<file path="config.mk">
export PLATFORM = sky130hd
export DESIGN_NAME = irqc8_core
export DESIGN_NICKNAME = d
export VERILOG_FILES = /design/src/rtl/irqc8_pkg.sv /design/src/rtl/irqc8_req.sv /design/src/rtl/irqc8_prio.sv /design/src/rtl/irqc8_core.sv
export SDC_FILE = /design/constraint.sdc
export NUM_CORES = 1
export LEC_CHECK = 0
export BUFFER_PORTS_ARGS = -buffer_cell sky130_fd_sc_hd__buf_2
export CORE_MARGIN = 8
export CORE_UTILIZATION = 45
export DETAILED_ROUTE_END_ITERATION = 7
export GPL_TIMING_DRIVEN = 0
export MAX_ROUTING_LAYER = met4
export PLACE_DENSITY = 0.65
export SLEW_MARGIN = 20
export SYNTH_ARGS = -nofsm -noshare
export SYNTH_HDL_FRONTEND = slang
export SYNTH_SLANG_ARGS = --single-unit
export TNS_END_PERCENT = 20
</file>
<file path="constraint.sdc">
create_clock -name clk -period 5.8 [get_ports clk]
set_input_delay 0.29 -clock clk [delete_from_list [all_inputs] [get_ports clk]]
set_output_delay 0.29 -clock clk [all_outputs]
set_load 0.05 [all_outputs]
</file>
<file path="src/rtl/irqc8_pkg.sv">
package irqc8_pkg;
  localparam int N_LINES = 8;
  localparam int LINE_W  = $clog2(N_LINES);
  localparam int BASE_W  = 8 - LINE_W;

  typedef logic [N_LINES-1:0] lvec_t;
  typedef logic [LINE_W-1:0]  line_t;

  typedef enum logic [1:0] {ST_RUN, ST_BASE, ST_CASC, ST_OPT} init_st_t;

  localparam logic [2:0] OP_ROT_OFF   = 3'd0;
  localparam logic [2:0] OP_END       = 3'd1;
  localparam logic [2:0] OP_NOP       = 3'd2;
  localparam logic [2:0] OP_END_AT    = 3'd3;
  localparam logic [2:0] OP_ROT_ON    = 3'd4;
  localparam logic [2:0] OP_END_ROT   = 3'd5;
  localparam logic [2:0] OP_SET_PRI   = 3'd6;
  localparam logic [2:0] OP_END_AT_RO = 3'd7;
endpackage

</file>
<file path="src/rtl/irqc8_req.sv">
module irqc8_req
  import irqc8_pkg::*;
(
  input  logic  clk,
  input  logic  rst_n,
  input  lvec_t irq_in,
  input  lvec_t lvl_sel,
  input  logic  clr_all,
  input  lvec_t clr_edge,
  output lvec_t req_q
);
  lvec_t last_q;
  lvec_t rise;

  assign rise = irq_in & ~last_q;

  always_ff @(posedge clk or negedge rst_n) begin
    if (!rst_n) begin
      req_q  <= '0;
      last_q <= '0;
    end else if (clr_all) begin
      req_q  <= '0;
      last_q <= '0;
    end else begin
      last_q <= irq_in;
      req_q  <= (lvl_sel & irq_in) | (~lvl_sel & ((req_q & ~clr_edge) | rise));
    end
  end

  // level-sensed bits mirror the previous cycle's input
  assert_level_follows_R3: assert property (@(posedge clk) disable iff (!rst_n)
    !clr_all |=> ((req_q & $past(lvl_sel)) == ($past(irq_in) & $past(lvl_sel))));

  // a newly set edge bit needs the input high in the cycle before
  assert_edge_needs_input_R2: assert property (@(posedge clk) disable iff (!rst_n)
    !clr_all |=> ((req_q & ~$past(req_q) & ~$past(lvl_sel) & ~$past(irq_in)) == '0));

  // start of initialization empties the request register
  assert_init_clears_req_R5: assert property (@(posedge clk) disable iff (!rst_n)
    clr_all |=> (req_q == '0));
endmodule

</file>
<file path="src/rtl/irqc8_prio.sv">
module irqc8_prio
  import irqc8_pkg::*;
(
  input  lvec_t mask,
  input  line_t off,
  output logic  found,
  output line_t rank
);
  lvec_t rot;

  for (genvar r = 0; r < N_LINES; r++) begin : g_rot
    line_t src;
    assign src    = line_t'(r) + off;
    assign rot[r] = mask[src];
  end

  always_comb begin
    found = 1'b0;
    rank  = '0;
    for (int r = N_LINES - 1; r >= 0; r--) begin
      if (rot[r]) begin
        found = 1'b1;
        rank  = line_t'(r);
      end
    end
  end

  // the chosen rank maps back to a set bit of the input mask
  always_comb begin
    if (found) begin
      assert_pick_is_set_R7: assert (mask[line_t'(rank + off)])
        else $error("picked line not in mask");
    end
  end
endmodule

</file>
<file path="src/rtl/irqc8_core.sv">
module irqc8_core
  import irqc8_pkg::*;
#(
  parameter logic [7:0] SENSE_WMASK  = 8'hF8,
  parameter bit         IS_MASTER    = 1'b1,
  parameter int         CASCADE_LINE = 2
) (
  input  logic       clk,
  input  logic       rst_n,
  input  logic       reg_we,
  input  logic       reg_re,
  input  logic       reg_addr,
  input  logic [7:0] reg_wdata,
  output logic [7:0] reg_rdata,
  input  logic       sense_we,
  input  logic [7:0] sense_wdata,
  output logic [7:0] sense_rdata,
  input  logic [7:0] irq_in,
  output logic       int_out,
  input  logic       ack,
  output logic [7:0] ack_vector
);
  lvec_t req_q, svc_q, mask_q, sense_q;
  line_t off_q, off_n;
  logic [BASE_W-1:0] base_q;
  logic auto_end, auto_rot, rsel, smask, nested, poll_q, want_opt, no_casc;
  init_st_t st_q;

  // write decode
  logic  wr_lo, wr_hi, wr_init, wr_mode, wr_op;
  logic [2:0] op;
  line_t wline;
  assign wr_lo   = reg_we && !reg_addr;
  assign wr_hi   = reg_we && reg_addr;
  assign wr_init = wr_lo && reg_wdata[4];
  assign wr_mode = wr_lo && !reg_wdata[4] && reg_wdata[3];
  assign wr_op   = wr_lo && !reg_wdata[4] && !reg_wdata[3];
  assign op      = reg_wdata[7:5];
  assign wline   = reg_wdata[LINE_W-1:0];

  // priority resolution
  lvec_t req_view, svc_view, casc_bit;
  logic  req_found, svc_found, end_found;
  line_t req_rank, svc_rank, end_rank, req_line, end_line;

  assign casc_bit = (nested && IS_MASTER) ? (lvec_t'(1) << CASCADE_LINE) : '0;
  assign req_view = req_q & ~mask_q;
  assign svc_view = svc_q & ~(smask ? mask_q : '0) & ~casc_bit;

  irqc8_prio u_req_pick (.mask(req_view), .off(off_q), .found(req_found), .rank(req_rank));
  irqc8_prio u_svc_pick (.mask(svc_view), .off(off_q), .found(svc_found), .rank(svc_rank));
  irqc8_prio u_end_pick (.mask(svc_q),    .off(off_q), .found(end_found), .rank(end_rank));

  logic pending;
  assign req_line = req_rank + off_q;
  assign end_line = end_rank + off_q;
  assign pending  = req_found && (!svc_found || (req_rank < svc_rank));

  assign int_out     = pending;
  assign ack_vector  = {base_q, pending ? req_line : line_t'(N_LINES - 1)};
  assign sense_rdata = sense_q;

  // poll and acknowledge
  logic  poll_rd, take;
  lvec_t take_bit, svc_set, svc_clr, end_clr;
  assign poll_rd  = reg_re && !reg_addr && poll_q;
  assign take     = (ack || poll_rd) && pending;
  assign take_bit = take ? (lvec_t'(1) << req_line) : '0;
  assign svc_set  = (ack && pending && !auto_end) ? take_bit : '0;

  always_comb begin
    end_clr = '0;
    if (wr_op) begin
      unique case (op)
        OP_END, OP_END_ROT:       if (end_found) end_clr = lvec_t'(1) << end_line;
        OP_END_AT, OP_END_AT_RO:  end_clr = lvec_t'(1) << wline;
        default:                  end_clr = '0;
      endcase
    end
  end
  assign svc_clr = end_clr | (poll_rd ? take_bit : '0);

  always_comb begin
    off_n = off_q;
    if (wr_op) begin
      unique case (op)
        OP_END_ROT:               if (end_found) off_n = end_line + line_t'(1);
        OP_SET_PRI, OP_END_AT_RO: off_n = wline + line_t'(1);
        default:                  off_n = off_q;
      endcase
    end else if (ack && pending && auto_end && auto_rot) begin
      off_n = req_line + line_t'(1);
    end
  end

  // read data
  always_comb begin
    if (reg_addr)    reg_rdata = mask_q;
    else if (poll_q) reg_rdata = pending ? {1'b1, {(BASE_W-1){1'b0}}, req_line} : 8'h07;
    else if (rsel)   reg_rdata = svc_q;
    else             reg_rdata = req_q;
  end

  irqc8_req u_req (
    .clk(clk), .rst_n(rst_n), .irq_in(irq_in), .lvl_sel(sense_q),
    .clr_all(wr_init), .clr_edge(take_bit), .req_q(req_q)
  );

  always_ff @(posedge clk or negedge rst_n) begin
    if (!rst_n) svc_q <= '0;
    else if (wr_init) svc_q <= '0;
    else svc_q <= (svc_q & ~svc_clr) | svc_set;
  end

  always_ff @(posedge clk or negedge rst_n) begin
    if (!rst_n) begin
      mask_q <= '0; sense_q <= '0; off_q <= '0; base_q <= '0;
      auto_end <= 1'b0; auto_rot <= 1'b0; rsel <= 1'b0; smask <= 1'b0;
      nested <= 1'b0; poll_q <= 1'b0; want_opt <= 1'b0; no_casc <= 1'b0;
      st_q <= ST_RUN;
    end else begin
      if (sense_we) sense_q <= sense_wdata & SENSE_WMASK;
      if (wr_init) begin
        mask_q <= '0; off_q <= '0; auto_end <= 1'b0; auto_rot <= 1'b0;
        rsel <= 1'b0; smask <= 1'b0; nested <= 1'b0; poll_q <= 1'b0;
        want_opt <= reg_wdata[0]; no_casc <= reg_wdata[1];
        st_q <= ST_BASE;
      end else begin
        off_q <= off_n;
        if (reg_re && !reg_addr) poll_q <= 1'b0;
        if (wr_mode) begin
          if (reg_wdata[1]) rsel  <= reg_wdata[0];
          if (reg_wdata[6]) smask <= reg_wdata[5];
          if (reg_wdata[2]) poll_q <= 1'b1;
        end
        if (wr_op) begin
          if (op == OP_ROT_OFF) auto_rot <= 1'b0;
          if (op == OP_ROT_ON)  auto_rot <= 1'b1;
        end
        if (wr_hi) begin
          unique case (st_q)
            ST_RUN:  mask_q <= reg_wdata;
            ST_BASE: begin
              base_q <= reg_wdata[7:LINE_W];
              st_q   <= !no_casc ? ST_CASC : (want_opt ? ST_OPT : ST_RUN);
            end
            ST_CASC: st_q <= want_opt ? ST_OPT : ST_RUN;
            ST_OPT: begin
              nested   <= reg_wdata[4];
              auto_end <= reg_wdata[1];
              st_q     <= ST_RUN;
            end
            default: st_q <= ST_RUN;
          endcase
        end
      end
    end
  end

  // the interrupt output needs an unmasked request
  assert_int_has_req_R7: assert property (@(posedge clk) disable iff (!rst_n)
    int_out |-> (req_view != '0));

  // start of initialization clears mask and service and enters the base step
  assert_init_clears_R5: assert property (@(posedge clk) disable iff (!rst_n)
    wr_init |=> (mask_q == '0 && svc_q == '0 && st_q == ST_BASE));

  // automatic end-of-service leaves the in-service register unchanged
  assert_auto_end_keeps_svc_R8: assert property (@(posedge clk) disable iff (!rst_n)
    (ack && auto_end && !reg_we && !reg_re) |=> (svc_q == $past(svc_q)));

  // a taken acknowledge adds exactly one in-service bit
  assert_ack_sets_svc_R8: assert property (@(posedge clk) disable iff (!rst_n)
    (ack && int_out && !auto_end && !nested && !reg_we && !reg_re)
      |=> ($countones(svc_q) == $countones($past(svc_q)) + 1));

  // a specific end clears the named in-service bit
  assert_specific_end_R12: assert property (@(posedge clk) disable iff (!rst_n)
    (wr_op && op[1:0] == 2'b11 && !ack) |=> !svc_q[$past(wline)]);

  // any address-0 read disarms a poll
  assert_poll_once_R13: assert property (@(posedge clk) disable iff (!rst_n)
    (reg_re && !reg_addr && !reg_we) |=> !poll_q);
endmodule

</file>
======== Word-level counts from Yosys, hierarchy flattened ========
Index checks and enable logic that the tools add are counted.
Widths: inputs -> output; s select.
storage, ports and cells
  output and inout port bits .............. 25
  register bits ........................... 55
  input bits .............................. 31
cells by class
  reductions and logical operators ........ 44
  add/subtract/negate cells ............... 12
  mux-type cells .......................... 145
  shift-type cells ........................ 3
  equality and inequality tests ........... 11
  bitwise logic cells ..................... 20
  $lt $le $gt $ge ......................... 9
operators by type and width
  operator             count
  $mux 8               16
  $mux 3               30
  $bmux 1 s3           24
  $mux 1               68
  $and 8x8->8          8
  $not 8->8            6
  $lt 3x4->1 const B   8
  $or 8x8->8           4
  $shl 1x3->8 const A  3
  $pmux 8 s2           1
  $logic_and 1x1->1    14
  $reduce_bool 2->1    7
  $add 3x3->3 const A  4
  $eq 3x3->1 const B   4
  $reduce_and 2->1     6
  $add 3x1->3 const B  3
  $mux 2               4
  $not 3->8            1
  $add 2x3->3 const A  2
  $add 3x3->3          2
  $pmux 2 s3           1
  $pmux 3 s2           1
  $reduce_and 3->1     2
  $reduce_bool 3->1    2
  other kinds (15)     23

======== Logic depth before layout (Yosys ltp) ========
  depth in word-level cells ............... 25
  mapped depth ............................ 22
  gate-level depth less buffers ........... 19

======== By module ========
From an unflattened synthesis, not the netlist that was laid out.
second synthesis, totals
  cell total of the unflattened synthesis .. 514
  area total of the unflattened synthesis .. 5185.0 um2
by module, submodules not included
  module      cells each  times used  seq. area each (um2)  area each (um2)
  irqc8_core  315         1           975.9                 2733.9
  irqc8_prio  50          3           0.0                   583.1
  irqc8_req   49          1           400.4                 701.9

======== Least setup slack after synthesis ========
OpenSTA, ideal clock, no wires.
  path type ............................... register to output
  start point ............................. reg off_q[1]
  end point ............................... out reg_rdata[7]
  cell stages (with the launch flop) ...... 19
  path buffers ............................ 5
  arrival time ............................ 5.113 ns
  path slack .............................. 0.397 ns
  cells stage by stage .................... dfrtp_1 buf_2 buf_2 inv_2 ha_1 buf_1 mux4_2 a2111o_1 nor2_4 ha_1 a21oi_1 o41ai_1 a21o_1 a211oi_1 o21a_1 buf_6 buf_6 a21oi_1 o21ai_0
between the ends
  cells in the longest elaborated chain, start to end .. 17
ends and longest elaborated chain
  what                                           line               text
  start, declared                                irqc8_core.sv:24   line_t off_q, off_n;
  start signal, assigned                         irqc8_core.sv:129  off_q <= off_n;
  $add 3x3->3                                    irqc8_prio.sv:13   assign src = line_t'(r) + off;
  $bmux 1 s3                                     irqc8_prio.sv:14   assign rot[r] = mask[src];
  $mux 1 (not written as such)                   irqc8_prio.sv:14
  $mux 3 or $mux 1 (tied branches) (8 in a row)  irqc8_prio.sv:21   if (rot[r]) begin
  $lt 3x3->1 or $logic_not 1->1 (tied branches)  irqc8_core.sv:57   assign pending = req_found && (!svc_found || (req_rank < svc_rank));
  $logic_or 1x1->1                               irqc8_core.sv:57
  $logic_and 1x1->1 (*)                          irqc8_core.sv:57
  named net int_out                              irqc8_core.sv:19   output logic int_out,
  $mux 8 (*) (2 in a row)                        irqc8_core.sv:99   else if (poll_q) reg_rdata = pending ? {1'b1, {(BASE_W-1){1'b0}}, req_line} : 8'h07;
  $mux 8 (*)                                     irqc8_core.sv:98   if (reg_addr) reg_rdata = mask_q;
  end, declared                                  irqc8_core.sv:14   output logic [7:0] reg_rdata,
The timed path passes the listed nets; every way through them passes the cells marked *. The select of a mux whose other input is x is not followed.

======== Worst setup path in the final report ========
  start point ............................. reg off_q[1]
  end point ............................... out reg_rdata[7]
between the ends
  cells in the longest elaborated chain, start to end .. 17
ends and longest elaborated chain
  what                                           line
  $add 3x3->3                                    irqc8_prio.sv:13
  $bmux 1 s3                                     irqc8_prio.sv:14
  $mux 1 (not written as such)                   irqc8_prio.sv:14
  $mux 3 or $mux 1 (tied branches) (8 in a row)  irqc8_prio.sv:21
  $lt 3x3->1 or $logic_not 1->1 (tied branches)  irqc8_core.sv:57
  $logic_or 1x1->1                               irqc8_core.sv:57
  $logic_and 1x1->1 (*)                          irqc8_core.sv:57
  $mux 8 (*) (2 in a row)                        irqc8_core.sv:99
  $mux 8 (*)                                     irqc8_core.sv:98
Every way passes the cells marked *; elsewhere a longest branch is shown, timed or not. The select of a mux whose other input is x is not followed.

==> metrics.txt <==
status=completed; FP Rows=38; clock sink total=55; global-route wire length before repair=24600 µm; CTS buffer count=5; ys flop type=dfrtp_1; Die Wd=121 µm; #FFs+latches synth=55; number of global-route vias before repair=4608; synthesized area=4960 µm²; CTS tree=yes; Setup Viol. Count Final=0; Post-Route WL=15400 µm; antenna cells=0; Nets=630; top cells by area, synth=dfrtp_1 28%, mux4_2 8.2%, mux2i_1 6.1%; Netlist cell types=84; Post-CTS Hold Fix Bufs=0; Slew headroom=0.365; setup TNS=0 ns; Post-route DRC=0; HP Class=in -> async; routed length per instance=21.0 µm; Yosys top cell area share=0.277; max-cap viol count=0; Mean Syn Cell Area=9.28 µm²; area delta synth->final=11.2%; Synth Instances=535; number of post-CTS setup repair buffers=0; clock buffer depth=2; Reg area=1380 µm²; layout cell share with drive strength beyond 1=0.213; Synth area leader=dfrtp_1; Arrival @ worst endpoint=5.14 ns; Via Count=4652; Fill cells=1002; Die Ht=121 µm; number of flops mapped to enable cells by yosys=0; final antenna-violating net count=0; clk_lat worst skew=0.32 ns; GRT Residual Overflow=0; Setup crit end kind=output port; Routability Congestion=0.943; Setup crit start kind=flop; Clock transition at path regs=0.11 ns; register area share after synthesis=0.277; Detailed Place HPWL=12000 µm; crit-path max FO=10; Detailed Routing Iterations Pass 1=7; critical path type=reg -> out; clk_skew=0.0131 ns; cts repair resizes=2; multi-input logic area=3300 µm²; ys async rst share=1.00; top post-synthesis cells by count=55 x dfrtp_1, 52 x nand2_1, 32 x nor2_1, 30 x mux2i_1, 21 x nand3_1; Core Footprint=10800 µm²; pin count of the biggest net entering global routing=56; gr usage total=0.217; Final Hold Viols=0; Final Cycle Share=0.936; Ys Warns=0; FMAX=184 MHz; post-layout minimum cycle time=5.43 ns; worst path required time=5.51 ns; initial antenna violation count=0; RSZ-0062 raised after global routing=false; Starting Density=0.460; root buffer cell=clkbuf_8; I/O pins=56; IO Port Bufs=46; die footprint=14600 µm²; most common cell in the netlist=dfrtp_1; number of H-tree levels=2; initial DRC count=440; via/cell ratio=6.36; Worst-Margin Slew=0.939 ns; Max Transition Viols Final=0
[worst max-delay path: stages (launching register included)]
cell and delay, ns:
dfrtp_1 0.43, buf_2 0.23, clkbuf_4 0.27, inv_2 0.13, ha_1 0.37, clkbuf_4 0.25
mux4_2 0.56, a2111o_1 0.46, nor2_4 0.22, ha_1 0.28, a21oi_1 0.14, o41ai_1 0.09
a21o_1 0.17, a211oi_1 0.19, o21a_1 0.19, buf_6 0.17, buf_6 0.15, a21oi_1 0.07
o21ai_1 0.21, buf_4 0.24
[state kept, by name, summed over array words and instances (netlist names)]
register / count
nested: 1
st_q: 2
smask: 1
want_opt: 1
auto_end: 1
base_q: 5
poll_q: 1
no_casc: 1
off_q: 3
u_req.last_q: 8
u_req.req_q: 8
rsel: 1
auto_rot: 1
mask_q: 8
svc_q: 8
sense_rdata: 5
[final cells by class]
class / instances / area share
multi-input combinational: 427 / 0.599
sequential: 55 / 0.249
timing repair buffer: 46 / 0.0426
buffer: 36 / 0.0417
tap: 140 / 0.0317
inverter: 19 / 0.0143
clock buffer: 5 / 0.0125
clock inverter: 3 / 0.00907
[cell usage in the layout (no fill, tap or decap), drive strengths merged, types with 4 or more instances in the layout]
| cell type | synthesis | layout |
|---|---|---|
| o211ai | 5 | 5 |
| a211oi | 6 | 6 |
| clkbuf | 17 | 24 |
| o22ai | 12 | 12 |
| a21o | 5 | 5 |
| nand2 | 53 | 53 |
| nor3b | 5 | 5 |
| nor4b | 6 | 6 |
| a21oi | 12 | 12 |
| and3 | 10 | 10 |
| mux2i | 30 | 30 |
| inv | 19 | 21 |
| ha | 7 | 7 |
| mux2 | 15 | 15 |
| buf | 19 | 63 |
| nand2b | 20 | 20 |
| nor2b | 8 | 8 |
| dfrtp | 55 | 55 |
| xnor2 | 5 | 5 |
| o311ai | 5 | 5 |
| and2 | 12 | 12 |
| nand3 | 21 | 21 |
| nor3 | 9 | 9 |
| nand3b | 6 | 6 |
| a31o | 4 | 4 |
| nand4 | 7 | 7 |
| a21boi | 11 | 11 |
| nor4 | 5 | 5 |
| nor2 | 34 | 34 |
| nor4bb | 4 | 4 |
| o21ai | 20 | 20 |
| or2 | 4 | 4 |
| mux4 | 20 | 20 |
| a32o | 4 | 4 |
| and4 | 5 | 5 |
[layer usage]
layer,share of wire,routed length [µm],up-vias,GRT usage
met1,0.44,6760,2291,0.280
met3,0.060,917,32,0.0312
met4,0.029,446,0,0.0742
li1,-,-,2134,-
met2,0.47,7240,195,0.341
met5,0,0,-,-
[final timing paths]
| check | startpoint | to | slack, ns | cells past startpoint |
|---|---|---|---|---|
| worst max-delay path | off_q[1] | reg_rdata[7] | 0.37 | 19 |
| worst min-delay path | rst_n | sense_rdata[4] | 0.008 | 1 |
| min in group clk | irq_in[1] | u_req.last_q[1] | 0.18 | 3 |
| max in group asynchronous | rst_n | svc_q[4] | 5.33 | 1 |
| worst min register to register | u_req.last_q[1] | u_req.req_q[1] | 0.45 | 1 |
| worst max register to register | off_q[1] | off_q[2] | 0.72 | 20 |
[cell families (layout without fill, tap and decap cells)]
kind of cell | count (synthesis) | after routing | synth area share
simple gates | 221 | 221 | 0.253
fa+ha+maj | 9 | 9 | 0.0257
mux | 65 | 65 | 0.187
compound gates | 121 | 121 | 0.178
other cells | 1 | 3 | 0.000756
xor+xnor | 8 | 8 | 0.0171
buf+inv | 55 | 109 | 0.0608
flops | 55 | 55 | 0.277
[stage by stage]
step                       util  hold WS [ns]  area, µm²  std cells  setup WS (ns)
after floorplan               -      -0.00559       4970        537          0.397
after global placement    0.498         0.422       5380        723          0.311
after detailed placement  0.499         0.381       5380        723          0.258
after CTS                 0.511        0.0298       5510        731          0.133
after global routing      0.511        0.0575       5520        731         0.0194
final                     0.511       0.00826       5520        731          0.373
Power is not shown: default switching activity piles up to over one toggle a cycle in this logic, so the estimate is an artifact.
